### src/rtl/evt_ff_stage.sv
module evt_ff_stage #(
  parameter int MODE_W = 3
) (
  input  logic              clk,
  input  logic              rst_n,
  input  logic [MODE_W-1:0] mode,
  input  logic              e0,
  input  logic              e1,
  input  logic              force_init,
  input  logic              init_val,
  output logic              outa,
  output logic              outb,
  output logic              fb_q
);
  localparam logic [MODE_W-1:0] M_RS    = MODE_W'(1);
  localparam logic [MODE_W-1:0] M_TOG   = MODE_W'(2);
  localparam logic [MODE_W-1:0] M_D     = MODE_W'(3);
  localparam logic [MODE_W-1:0] M_JK    = MODE_W'(4);
  localparam logic [MODE_W-1:0] M_LATCH = MODE_W'(5);

  logic q, e1_d, q_nxt;
  logic rise, storing;

  assign rise    = e1 & ~e1_d;
  assign storing = (mode >= M_RS) && (mode <= M_LATCH);

  always_comb begin
    q_nxt = q;
    unique case (mode)
      M_RS:       if (e0) q_nxt = 1'b0; else if (e1) q_nxt = 1'b1;
      M_TOG:      if (rise && e0) q_nxt = ~q;
      M_D, M_JK:  if (rise) q_nxt = e0;
      M_LATCH:    if (e1) q_nxt = e0;
      default:    q_nxt = q;
    endcase
    if (force_init) q_nxt = init_val;
  end

  always_ff @(posedge clk) begin
    if (!rst_n) begin
      q    <= 1'b0;
      e1_d <= 1'b0;
    end else begin
      q    <= q_nxt;
      e1_d <= e1;
    end
  end

  assign outa = storing ? q  : e0;
  assign outb = storing ? ~q : e1;
  assign fb_q = q;
endmodule

### config.mk
export PLATFORM = sky130hd
export DESIGN_NAME = evt_ff_stage
export DESIGN_NICKNAME = d
export VERILOG_FILES = /design/src/rtl/evt_ff_stage.sv
export SDC_FILE = /design/constraint.sdc
export NUM_CORES = 1
export LEC_CHECK = 0
export BUFFER_PORTS_ARGS = -buffer_cell sky130_fd_sc_hd__clkbuf_2
export CORE_AREA = 2 2 39 41
export CTS_CLUSTER_SIZE = 12
export DETAILED_ROUTE_END_ITERATION = 12
export DIE_AREA = 0 0 41 43
export PLACE_DENSITY_LB_ADDON = 0.08
export SYNTH_ARGS = -nofsm -noshare
export SYNTH_HDL_FRONTEND = slang
export SYNTH_SLANG_ARGS = --single-unit
### constraint.sdc
create_clock -name clk -period 1.23 [get_ports clk]
set_input_delay 0 -clock clk [delete_from_list [all_inputs] [get_ports clk]]
set_output_delay 0 -clock clk [all_outputs]
set_load 0.01 [all_outputs]
Yosys cells after proc, flatten, opt, wreduce, memory -nomap -nowiden --
Index checks and enable logic that the tools add are counted. W data, S select, Z words.
Storage, ports and cells: register bits 2, latch bits 0, bits in writable memories 0, ROM bits 0, output and inout port bits 3, logic and storage cells 30, memories 0
Operators by class: add/subtract/negate cells 0, multiply operators 0, divide/modulo/power cells 0, $lt $le $gt $ge 2, equality and inequality tests 9, shifts and indexed selects 0, multiplexer cells 9, bitwise operators 3, reductions and logical operators 5
Operators by type and width (number):
- $ne A3 B3 Y1 const B | 3
- $mux W1 | 8
- $eq A3 B2 Y1 const B | 2
- $eq A3 B3 Y1 const B | 2
- $reduce_and A5 Y1 | 1
- $reduce_bool A5 Y1 | 1
- $ne A4 B4 Y1 const B | 1
- $pmux W1 S4 | 1
- $eq A3 B1 Y1 const B | 1
- $ge A3 B1 Y1 const B | 1
- $le A3 B3 Y1 const B | 1
- $logic_and A1 B1 Y1 | 2
- $not A1 Y1 | 2
- $reduce_or A2 Y1 | 1
- $and A1 B1 Y1 | 1

Depth between registers and ports, before layout --
Gate-level depths: netlist (run 1).
depth in word-level cells 6, gate-level depth with buffers 5, gate-level depth less buffers 5

Worst setup path after synthesis (run 1) --
OpenSTA, ideal clock, no wires.
kind register to register, from reg q (netlist: fb_q), to reg q (netlist: fb_q), arrival time 1.044 ns, required time 1.161 ns, setup slack 0.117 ns, stages on the path, launching flop included 6, buffers on the path 0, cells stage by stage dfxtp_1 nor2b_1 a211o_1 a31oi_1 mux2i_1 o21ai_1
On the way: word-level cells in the longest chain between the ends 4
RTL lines:
- start, declared | RTL line 21 | logic q, e1_d, q_nxt;
- start signal, assigned | RTL line 44 | q <= q_nxt;
- $not A1 Y1 | RTL line 31 | M_TOG: if (rise && e0) q_nxt = ~q;
- $mux W1 | RTL line 31
- $pmux W1 S4 | RTL line 29 | unique case (mode)
- $mux W1 | RTL line 36 | if (force_init) q_nxt = init_val;
Every way passes these cells. The select of a mux whose other input is x is not followed. A chain may end at the register's enable or synchronous reset.

Final worst setup path (run 1) --
from reg e1_d, to reg q (netlist: fb_q)
On the way: word-level cells in the longest chain between the ends 5, elaborated cells between the ends (all ways) 6
RTL lines:
- start, declared | RTL line 21
- start signal, assigned | RTL line 42 | e1_d <= 1'b0;
- start signal, assigned | RTL line 45 | e1_d <= e1;
- $not A1 Y1 (*) | RTL line 24 | assign rise = e1 & ~e1_d;
- $and A1 B1 Y1 (*) | RTL line 24
- $logic_and A1 B1 Y1 | RTL line 31
- $ne A3 B3 Y1 (no line)
- $reduce_and A5 Y1 (no line) (*)
Mark *: on every way between the ends. The rest lies on a longest branch, timed or not.

==> results of run 1 <==
==> cell type report <==
cell class,count,area share (%)
Multi-Input combinational cell,25,50.8
Timing Repair Buffer,12,20.5
Sequential cell,2,13.5
Clock buffer,3,7.38
Tap cell,16,6.56
Inverter,1,1.23
==> critical path, stage by stage, from the launching register on <==
cell	delay (ns)
sky130_fd_sc_hd__dfxtp_2	0.30
sky130_fd_sc_hd__and2b_1	0.19
sky130_fd_sc_hd__nand3_1	0.07
sky130_fd_sc_hd__o211ai_1	0.19
sky130_fd_sc_hd__mux2i_1	0.22
sky130_fd_sc_hd__o21ai_1	0.07
==> state kept, by name, summed over array words and instances (netlist names) <==
name	count
e1_d	1
fb_q	1
==> synthesized netlist by cell type (all sizes together) <==
library cell  n  area share [%]
o21a          1             3.8
o21ai         4              10
a31oi         1             3.1
nor3          1             2.5
a211o         1             4.4
a21oi         2             5.0
dfxtp         2              20
and2          1             3.1
o211ai        1             3.8
nand2b        1             3.1
nand3         2             5.0
nand2         1             1.9
nor2b         5              16
or2b          2             7.5
and2b         1             3.8
inv           1             1.9
mux2i         1             5.0
==> placed cells by master (no fill, tap or decap) <==
master,synthesis,layout
sky130_fd_sc_hd__clkbuf_2,0,11
sky130_fd_sc_hd__nor2b_1,5,5
sky130_fd_sc_hd__clkbuf_4,0,3
sky130_fd_sc_hd__a21oi_1,2,2
sky130_fd_sc_hd__o21ai_0,2,2
sky130_fd_sc_hd__or2b_1,2,2
sky130_fd_sc_hd__nand3_1,2,2
sky130_fd_sc_hd__o21ai_1,2,2
sky130_fd_sc_hd__nor3_1,1,1
sky130_fd_sc_hd__nand2_1,1,1
sky130_fd_sc_hd__o21a_1,1,1
sky130_fd_sc_hd__inv_2,1,1
sky130_fd_sc_hd__and2_1,1,1
sky130_fd_sc_hd__nand2b_1,1,1
sky130_fd_sc_hd__a211o_1,1,1
sky130_fd_sc_hd__a31oi_1,1,1
sky130_fd_sc_hd__and2b_1,1,1
sky130_fd_sc_hd__o211ai_1,1,1
sky130_fd_sc_hd__mux2i_1,1,1
sky130_fd_sc_hd__dfxtp_2,0,1
sky130_fd_sc_hd__dfxtp_1,2,1
sky130_fd_sc_hd__buf_4,0,1
==> per-stage QoR <==
| step | utilization, % | std cells |
|---|---|---|
| finish | 22.1 | 59 |
| CTS | 22.0 | 59 |
| global placement | 20.3 | 56 |
| detailed placement | 20.3 | 56 |
| floorplan | - | 28 |
| global route | 22.1 | 59 |
==> how the worst max path moves through the flow <==
| stage | cells past startpoint | end | slack, ns |
|---|---|---|---|
| 2_1_floorplan | 5 | fb_q | 0.12 |
| 3_3_place_gp | 5 | fb_q | 0.02 |
| 3_5_place_dp | 5 | fb_q | 0.06 |
| 4_1_cts | 5 | fb_q | 0.06 |
| 5_1_grt | 5 | fb_q | -0.03 |
| 6_report | 5 | fb_q | 0.07 |
==> power groups by stage <==
| stage | combinational (mW) | sequential [mW] | clock [mW] |
|---|---|---|---|
| 2_1_floorplan | 0.0413 | 0.0747 | 0 |
| 3_3_place_gp | 0.0834 | 0.0728 | 0 |
| 3_5_place_dp | 0.0841 | 0.0727 | 0 |
| 4_1_cts | 0.0844 | 0.0719 | 0.153 |
| 5_1_grt | 0.0941 | 0.0732 | 0.159 |
| 6_report | 0.0832 | 0.0720 | 0.143 |
==> per-layer routing <==
metal	global-route usage, %	wire [µm]	share of wire [%]
met4	6.00	0	0
met3	3.66	57	11
met5	0	0	0
met1	8.92	246	46
met2	10.3	232	43
==> repair_timing <==
action	CTS	global route
setup buffers	0	0
endpoints found under the setup margin	0	1
gates resized for setup	0	1
==> cell families after synthesis <==
| logic type | Yosys count |
|---|---|
| AOI/OAI and AO/OA | 10 |
| buffers and inverters | 1 |
| and+or+nand+nor | 14 |
| muxes | 1 |
| DFF | 2 |
==> Flow_metrics.wiki, run 1 <==
{| class="wikitable"
! Metric !! Value
|-
| Weighted congestion at the end of routability-driven global placement || 0.596
|-
| Number of cells on the worst reg-to-reg path || 5
|-
| Combined area of all synthesized cells || 199 µm²
|-
| Post-place setup slack || 0.0613 ns
|-
| Filler cells || 163
|-
| Mean number of vias per cell || 4.07
|-
| Total clock buffers created by CTS || 3
|-
| Number of endpoints failing setup at the final stage || 0
|-
| Remaining global-route overflow || 0
|-
| Number of instances on the worst hold path || 2
|-
| PD cells || 978 nW/µm²
|-
| Worst hold slack || 0.0163 ns
|-
| Hold bufs inserted after CTS || 0
|-
| Area after DPL || 282 µm²
|-
| Largest vdd supply drop || 0.238 mV
|-
| Fraction of the yosys area taken by sequential cells || 20.1%
|-
| Area fraction in compound gates after synthesis || 30.2%
|-
| Unrepaired setup endpoints after global routing || true
|-
| Multiplexer share of the synthesized area || 5.03%
|-
| Share of synthesized cell area in full adder, half adder and majority cells || 0%
|-
| Highest clock rate || 863 MHz
|-
| Critical Path Start || e1_d
|-
| Post-synthesis xor/xnor area fraction || 0%
|-
| DRC violation total after the first TritonRoute iteration || 0
|-
| Total number of placement rows || 14
|-
| Area of combinational cells with multiple inputs || 155 µm²
|-
| Leakage power figure || 0.139 nW
|-
| Run status || finished clean
|-
| Overall die area || 1760 µm²
|-
| Clock sinks || 2
|-
| Number of inserted diodes || 0
|-
| Final critical-path setup slack || 0.0713 ns
|-
| Via Count || 240
|-
| Via count of the first global-routing pass || 220
|-
| Total of flip-flops plus latches after synthesis || 2
|-
| Count of TritonRoute iterations in the first routing pass || 1
|-
| Global routing usage summed across all routing layers || 7.71%
|-
| Global-route wire length before repair || 883 µm
|-
| Worst setup path class || reg2reg
|-
| Clock latency of the later-clocked register in the worst-skew pair || 0.22 ns
|-
| TritonCTS clock tree || built
|-
| Required time of the worst setup path || 1.34 ns
|-
| Summed area of non-filler cells in the final layout || 305 µm²
|-
| RR Endpoint || fb_q
|-
| Average wire per standard cell || 9.07 µm
|-
| Final net count || 54
|-
| Critical Path End Type || flop
|-
| Count of distinct cell types in the synthesized netlist || 18
|-
| Logic pwr share || 27.8%
|-
| Clk Tree Root Cell || sky130_fd_sc_hd__clkbuf_4
|-
| Proportion of layout cells with a drive suffix above 1 || 39.5%
|-
| Final hold vios || 0
|-
| Rel. slew slack || 83.9%
|-
| Die H || 43 µm
|-
| I/O Pins || 12
|-
| Pin count of the biggest net entering global routing || 9
|-
| Period minus WS final || 1.16 ns
|-
| Initial core utilization || 14.4%
|-
| Avg Inst Size Synth || 7.11 µm²
|-
| Deepest clock path buffer count || 2
|-
| Reg-to-reg slack, setup || 0.07 ns
|-
| Clock-pin transition on the worst setup and hold timing paths || 0.03 ns
|-
| Final slew viol count || 0
|-
| Internal power of the cells || 0.220 mW
|-
| Net load switching power || 0.0790 mW
|-
| Worst flop-to-flop path startpoint || e1_d
|-
| Hold Path Sink || e1_d
|-
| H-tree lvl count || 1
|-
| Main combinational cell family by area after synthesis || simple AND/OR/NAND/NOR gates
|-
| Overall power after layout || 0.299 mW
|-
| # Max-Cap Violations || 0
|-
| Arrival time at the worst endpoint || 1.27 ns
|-
| Number of buffers inserted by port buffering || 11
|-
| Hold path startpoint || rst_n
|-
| Total number of yosys warnings || 0
|-
| Seq pwr share || 24.1%
|-
| Cells after synthesis || 28
|-
| Synth-to-Final Area Change || 53.5%
|-
| Share of the clock period used by the worst path after layout || 94.2%
|-
| Simple logic cell fraction of the synthesized area || 42.8%
|-
| Transition time of the tightest slew-check pin || 0.242 ns
|-
| Core box area || 1380 µm²
|-
| Synth Net Count || 37
|-
| Post-route antenna net violation count || 0
|-
| Number of antenna violations at the first check in global routing || 0
|-
| Class of the tightest hold or removal check || in2reg
|-
| Routed WL || 535 µm
|-
| Top fanout value on the critical path || 2
|-
| Kind of start point of the critical path || flop
|-
| Sum of negative setup slack || 0 ns
|-
| Share of total power in the clock network || 48.0%
|-
| Storage cell area || 41.3 µm²
|-
| Maximum clock skew at final layout || 0.000555 ns
|-
| Switching part of the total power || 26.4%
|-
| Die X || 41 µm
|-
| DRC violations left || 0
|}
Power figures use the tool's default switching activity.
==> run 2: changes to the inputs <==
Settings changed: PLACE_DENSITY_LB_ADDON 0.08 to 0.2, RECOVER_POWER set to 100, REMOVE_ABC_BUFFERS set to 1.
==> run 2 against run 1 <==
Routed wire length is 6.4% lower; power is 0.47% lower; maximum frequency is 3.6% lower; design area is 1.6% lower; final cell count stayed put; worst setup slack worse by 0.044 ns.
==> Flow_metrics.wiki, run 2 (synthesis gave the netlist of run 1 again) <==
{| class="wikitable"
! Metric !! Value
|-
| Leakage power figure || 0.130 nW (-6.8%)
|-
| Clock-pin transition on the worst setup and hold timing paths || 0.03 ns (about the same)
|-
| DRC violations left || 0 (unchanged)
|-
| Number of cells on the worst reg-to-reg path || 5 (unchanged)
|-
| Proportion of layout cells with a drive suffix above 1 || 30.2% (-9.3 points)
|-
| Clk Tree Root Cell || sky130_fd_sc_hd__clkbuf_4
|-
| PD cells || 990 nW/µm² (+1.2%)
|-
| Arrival time at the worst endpoint || 1.31 ns (+0.04 ns)
|-
| Final slew viol count || 0 (unchanged)
|-
| DRC violation total after the first TritonRoute iteration || 3 (+3)
|-
| Top fanout value on the critical path || 2 (unchanged)
|-
| Initial core utilization || 14.4% (unchanged)
|-
| Global-route wire length before repair || 800 µm (-9.4%)
|-
| Worst hold slack || 0.0111 ns (-0.00514 ns)
|-
| Pin count of the biggest net entering global routing || 9 (unchanged)
|-
| Class of the tightest hold or removal check || in2reg
|-
| Highest clock rate || 832 MHz (-3.6%)
|-
| Number of buffers inserted by port buffering || 11 (unchanged)
|-
| Worst setup path class || reg2reg
|-
| Core box area || 1380 µm² (unchanged)
|-
| Overall power after layout || 0.297 mW (-0.47%)
|-
| Most common cell after layout, fill and taps aside || sky130_fd_sc_hd__clkbuf_2
|-
| Total number of placement rows || 14 (unchanged)
|-
| Maximum cell stage delay along the critical path || 0.30 ns (about the same)
|-
| Cell at the slowest stage of the critical path || sky130_fd_sc_hd__dfxtp_1
|-
| Final net count || 54 (unchanged)
|-
| Average wire per standard cell || 8.49 µm (-6.4%)
|-
| Share of the clock period used by the worst path after layout || 97.8% (+3.6 points)
|-
| Via count of the first global-routing pass || 202 (-8.2%)
|-
| # Max-Cap Violations || 0 (unchanged)
|-
| Rel. slew slack || 88.8% (+4.9 points)
|-
| Required time of the worst setup path || 1.34 ns (about the same)
|-
| Critical Path End Type || flop
|-
| TritonCTS clock tree || built
|-
| Sum of negative setup slack || 0 ns (unchanged)
|-
| Run status || finished clean
|-
| Hold bufs inserted after CTS || 0 (unchanged)
|-
| Filler cells || 167 (+2.5%)
|-
| Die X || 41 µm (unchanged)
|-
| Weighted congestion at the end of routability-driven global placement || 0.564 (-5.3%)
|-
| Half-perimeter wire length after detailed placement || 370 µm
|-
| Remaining global-route overflow || 0 (unchanged)
|-
| Total clock buffers created by CTS || 3 (unchanged)
|-
| Largest vdd supply drop || 0.404 mV (+70%)
|-
| H-tree lvl count || 1 (unchanged)
|-
| Global routing usage summed across all routing layers || 7.41% (-0.29 points)
|-
| Final hold vios || 0 (unchanged)
|-
| Commonest cells after routing, fill and taps aside || sky130_fd_sc_hd__clkbuf_2, sky130_fd_sc_hd__nor2b_1, sky130_fd_sc_hd__clkbuf_4, sky130_fd_sc_hd__clkbuf_1
|-
| Deepest clock path buffer count || 2 (unchanged)
|-
| Mean number of vias per cell || 4.03 (-0.83%)
|-
| Post-route antenna net violation count || 0 (unchanged)
|-
| Number of instances on the worst hold path || 2 (unchanged)
|-
| Routed WL || 501 µm (-6.4%)
|-
| Number of antenna violations at the first check in global routing || 0 (unchanged)
|-
| Unrepaired setup endpoints after global routing || true
|-
| Clock latency of the later-clocked register in the worst-skew pair || 0.22 ns (about the same)
|-
| Count of TritonRoute iterations in the first routing pass || 4 (+3)
|-
| Synth-to-Final Area Change || 50.9%
|-
| Sequence of cells on the critical path || and2b_1, nand3_1, o211ai_1, mux2i_1, o21ai_1
|-
| Number of inserted diodes || 0 (unchanged)
|-
| Transition time of the tightest slew-check pin || 0.164 ns (-0.0787 ns)
|-
| Overall die area || 1760 µm² (unchanged)
|-
| Period minus WS final || 1.20 ns (+0.0438 ns)
|-
| Via Count || 238 (-0.83%)
|-
| Number of endpoints failing setup at the final stage || 0 (unchanged)
|-
| Maximum clock skew at final layout || 0.000512 ns (-0.0000427 ns)
|-
| Die H || 43 µm (unchanged)
|-
| Kind of start point of the critical path || flop
|-
| Clock sinks || 2 (unchanged)
|-
| I/O Pins || 12 (unchanged)
|}
[run 2: changes by cell type in the layout (fill, tap and decap cells not counted)]
cell	change
sky130_fd_sc_hd__clkbuf_1	+3
sky130_fd_sc_hd__clkbuf_2	-3
sky130_fd_sc_hd__dfxtp_2	-1
sky130_fd_sc_hd__dfxtp_1	+1
[run 2: stage by stage]
stage / instance area (µm²) / worst slack [ns] / std cells / utilization, %
2_1_floorplan: 199 / 0.117 / 28 / -
3_3_place_gp: 282 / 0.0395 / 56 / 20.3
3_5_place_dp: 282 / 0.0420 / 56 / 20.3
4_1_cts: 304 / 0.0206 / 59 / 22.0
5_1_grt: 300 / -0.0602 / 59 / 21.7
6_report: 300 / 0.0275 / 59 / 21.7
[run 2: final cells by class]
type / count / area, µm² / area share (%)
Sequential cell: 2 / 40.0 / 13.3
Inverter: 1 / 3.75 / 1.25
Multi-Input combinational cell: 25 / 155 / 51.7
Timing Repair Buffer: 12 / 58.8 / 19.6
Clock buffer: 3 / 22.5 / 7.50
Tap cell: 16 / 20.0 / 6.67
[run 2: power by group]
group          switching (mW)  leakage [nW]  internal (mW)
combinational          0.0410        0.0994         0.0395
sequential            0.00170        0.0166         0.0699
clock                  0.0375        0.0138          0.108
[run 2: layer usage]
layer	track usage [%]	share of wire [%]	vias to the layer above
met2	8.75	46	9
met3	1.57	10	0
met5	0	0	-
li1	-	-	132
met1	8.95	44	97
met4	10.0	0	0
[run 2: timing repair]
action,4_1_cts,5_1_grt
buffers inserted,0,0
setup endpoints to repair,0,1
gates resized for setup,0,0
hold endpoints to repair,0,0
[run 2: worst paths after layout]
kind	from	to	slack, ns
max	e1_d	fb_q	0.03
min	rst_n	e1_d	0.01
max reg2reg	e1_d	fb_q	0.03
min reg2reg	fb_q	fb_q	0.63
[run 2: critical path: cells and delay by family, from the launching register on]
kind | cells | cell delay [ns]
AND/OR/NAND/NOR | 2 | 0.28
multiplexers | 1 | 0.24
AO/OA/AOI/OAI | 2 | 0.27
flip-flops | 1 | 0.30
==> run 3: changes to the inputs <==
Settings changed: CELL_PAD_IN_SITES_DETAIL_PLACEMENT set to 1, CELL_PAD_IN_SITES_GLOBAL_PLACEMENT set to 1.
==> run 3 against run 2 <==
Routed wire length rose by 20%; register-to-register slack about the same; via count is 9.2% higher; critical path type unchanged.
==> Flow_metrics.wiki, run 3 (synthesis gave the netlist of run 1 again) <==
{| class="wikitable"
! Metric !! Value
|-
| Run status || finished clean
|-
| TritonCTS clock tree || built
|-
| Sequence of cells on the critical path || and2b_1, nand3_1, o211ai_1, mux2i_1, o21ai_1
|-
| Via count of the first global-routing pass || 267 (+32%)
|-
| I/O Pins || 12 (unchanged)
|-
| Half-perimeter wire length after detailed placement || 506 µm (+37%)
|-
| Number of antenna violations at the first check in global routing || 0 (unchanged)
|-
| Worst hold slack || 0.0255 ns (+0.0143 ns)
|-
| Number of endpoints failing setup at the final stage || 0 (unchanged)
|-
| Total number of placement rows || 14 (unchanged)
|-
| Top fanout value on the critical path || 2 (unchanged)
|-
| Global-route wire length before repair || 938 µm (+17%)
|-
| Maximum clock skew at final layout || 0.00325 ns (+0.00274 ns)
|-
| Leakage power figure || 0.130 nW (+0.20%)
|-
| # resized after CTS || 0 (unchanged)
|-
| Final hold vios || 0 (unchanged)
|-
| Die H || 43 µm (unchanged)
|-
| Required time of the worst setup path || 1.34 ns (about the same)
|-
| Via Count || 260 (+9.2%)
|-
| Rel. slew slack || 85.8% (-3.0 points)
|-
| Deepest clock path buffer count || 2 (unchanged)
|-
| Mean number of vias per cell || 4.41 (+9.2%)
|-
| Count of TritonRoute iterations in the first routing pass || 1 (-3)
|-
| Die X || 41 µm (unchanged)
|-
| Switching part of the total power || 26.1% (-0.91 points)
|-
| Commonest cells after routing, fill and taps aside || sky130_fd_sc_hd__clkbuf_2, sky130_fd_sc_hd__nor2b_1, sky130_fd_sc_hd__clkbuf_4, sky130_fd_sc_hd__clkbuf_1
|-
| Post-place setup slack || 0.0358 ns (-0.00625 ns)
|-
| Initial core utilization || 14.4% (unchanged)
|-
| Final critical-path setup slack || 0.0368 ns (+0.00928 ns)
|-
| Pin count of the biggest net entering global routing || 9 (unchanged)
|-
| Period minus WS final || 1.19 ns (-0.00928 ns)
|-
| Hold bufs inserted after CTS || 0 (unchanged)
|-
| Clock-pin transition on the worst setup and hold timing paths || 0.03 ns (about the same)
|-
| Total clock buffers created by CTS || 3 (unchanged)
|-
| Average wire per standard cell || 10.2 µm (+20%)
|-
| Remaining global-route overflow || 0 (unchanged)
|-
| Clk Tree Root Cell || sky130_fd_sc_hd__clkbuf_4
|-
| Number of inserted diodes || 0 (unchanged)
|-
| Clock latency of the later-clocked register in the worst-skew pair || 0.22 ns (about the same)
|-
| PD cells || 973 nW/µm² (-1.7%)
|-
| Weighted congestion at the end of routability-driven global placement || 0.574 (+1.6%)
|-
| Core box area || 1380 µm² (unchanged)
|-
| Global routing usage summed across all routing layers || 7.81% (+0.39 points)
|-
| Share of total power in the clock network || 47.4% (-1.4 points)
|-
| Number of post-CTS setup repair buffers || 0 (unchanged)
|-
| Final net count || 54 (unchanged)
|-
| Kind of start point of the critical path || flop
|-
| Seq pwr share || 24.6% (+0.5 points)
|-
| H-tree lvl count || 1 (unchanged)
|-
| Internal power of the cells || 0.217 mW (about the same)
|-
| Largest vdd supply drop || 0.379 mV (-6.2%)
|-
| Unrepaired setup endpoints after global routing || true
|-
| Most common cell after layout, fill and taps aside || sky130_fd_sc_hd__clkbuf_2
|-
| Arrival time at the worst endpoint || 1.30 ns (about the same)
|-
| Worst setup path class || reg2reg
|-
| DRC violation total after the first TritonRoute iteration || 0 (-3)
|-
| Post-route antenna net violation count || 0 (unchanged)
|-
| Clock sinks || 2 (unchanged)
|-
| Logic pwr share || 28.0% (+0.9 points)
|-
| Critical Path End Type || flop
|-
| Maximum cell stage delay along the critical path || 0.30 ns (about the same)
|-
| Number of buffers inserted by port buffering || 11 (unchanged)
|-
| Highest clock rate || 838 MHz (+0.78%)
|-
| # Max-Cap Violations || 0 (unchanged)
|-
| Proportion of layout cells with a drive suffix above 1 || 32.6% (+2.3 points)
|-
| Net load switching power || 0.0765 mW (-4.6%)
|-
| Routed WL || 602 µm (+20%)
|-
| Transition time of the tightest slew-check pin || 0.213 ns (+0.0498 ns)
|-
| DRC violations left || 0 (unchanged)
|-
| Overall die area || 1760 µm² (unchanged)
|-
| Synth-to-Final Area Change || 51.6%
|-
| Cell at the slowest stage of the critical path || sky130_fd_sc_hd__dfxtp_2
|-
| Class of the tightest hold or removal check || in2reg
|-
| Final slew viol count || 0 (unchanged)
|-
| Share of the clock period used by the worst path after layout || 97.0% (-0.75 points)
|}
[run 3: changes by cell type in the layout (fill, tap and decap cells not counted)]
cell and change:
sky130_fd_sc_hd__dfxtp_1 -1, sky130_fd_sc_hd__dfxtp_2 +1
[run 3: power groups by stage]
stage | Sequential, mW | Clock [mW] | Combinational, mW
3_5_place_dp | 0.0728 | 0 | 0.0863
2_1_floorplan | 0.0747 | 0 | 0.0413
5_1_grt | 0.0731 | 0.149 | 0.0921
6_report | 0.0722 | 0.139 | 0.0821
4_1_cts | 0.0720 | 0.151 | 0.0869
3_3_place_gp | 0.0727 | 0 | 0.0827
[run 3: layout make-up]
cell class / count / area (µm²)
multi-input combinational: 25 / 155
inverter: 1 / 3.75
clock buffer: 3 / 22.5
tap: 16 / 20.0
timing repair buffer: 12 / 58.8
fill: 181 / 1080
sequential: 2 / 41.3
[run 3: per-layer routing]
layer | share of wire [%] | global-route usage, % | vias to the layer above | routed length, µm
met5 | 0 | 0 | - | 0
met4 | 0 | 6.00 | 0 | 0
met3 | 7.8 | 1.57 | 0 | 47
met2 | 52 | 12.8 | 9 | 315
met1 | 40 | 7.96 | 120 | 240
li1 | - | - | 131 | -
[run 3: critical path: cells and delay by family, from the launching register on]
kind | cells | cell delay [ns]
flops | 1 | 0.30
simple gates | 2 | 0.28
mux | 1 | 0.22
compound gates | 2 | 0.27
[run 3: final timing paths]
kind,to,start,slack [ns],cells after the start
setup reg to reg,fb_q,e1_d,0.04,5
hold reg to reg,fb_q,fb_q,0.64,3
setup / recovery,fb_q,e1_d,0.04,5
hold / removal,e1_d,rst_n,0.03,2
[run 3: stage by stage]
stage | TNS (ns) | area, µm² | power (mW) | instances | utilization (%)
global placement | 0 | 282 | 0.155 | 56 | 20.3
global route | -0.0179 | 302 | 0.314 | 59 | 21.8
floorplan | 0 | 199 | 0.116 | 28 | -
detailed placement | 0 | 282 | 0.159 | 56 | 20.3
finish | 0 | 302 | 0.293 | 59 | 21.8
CTS | 0 | 304 | 0.310 | 59 | 22.0
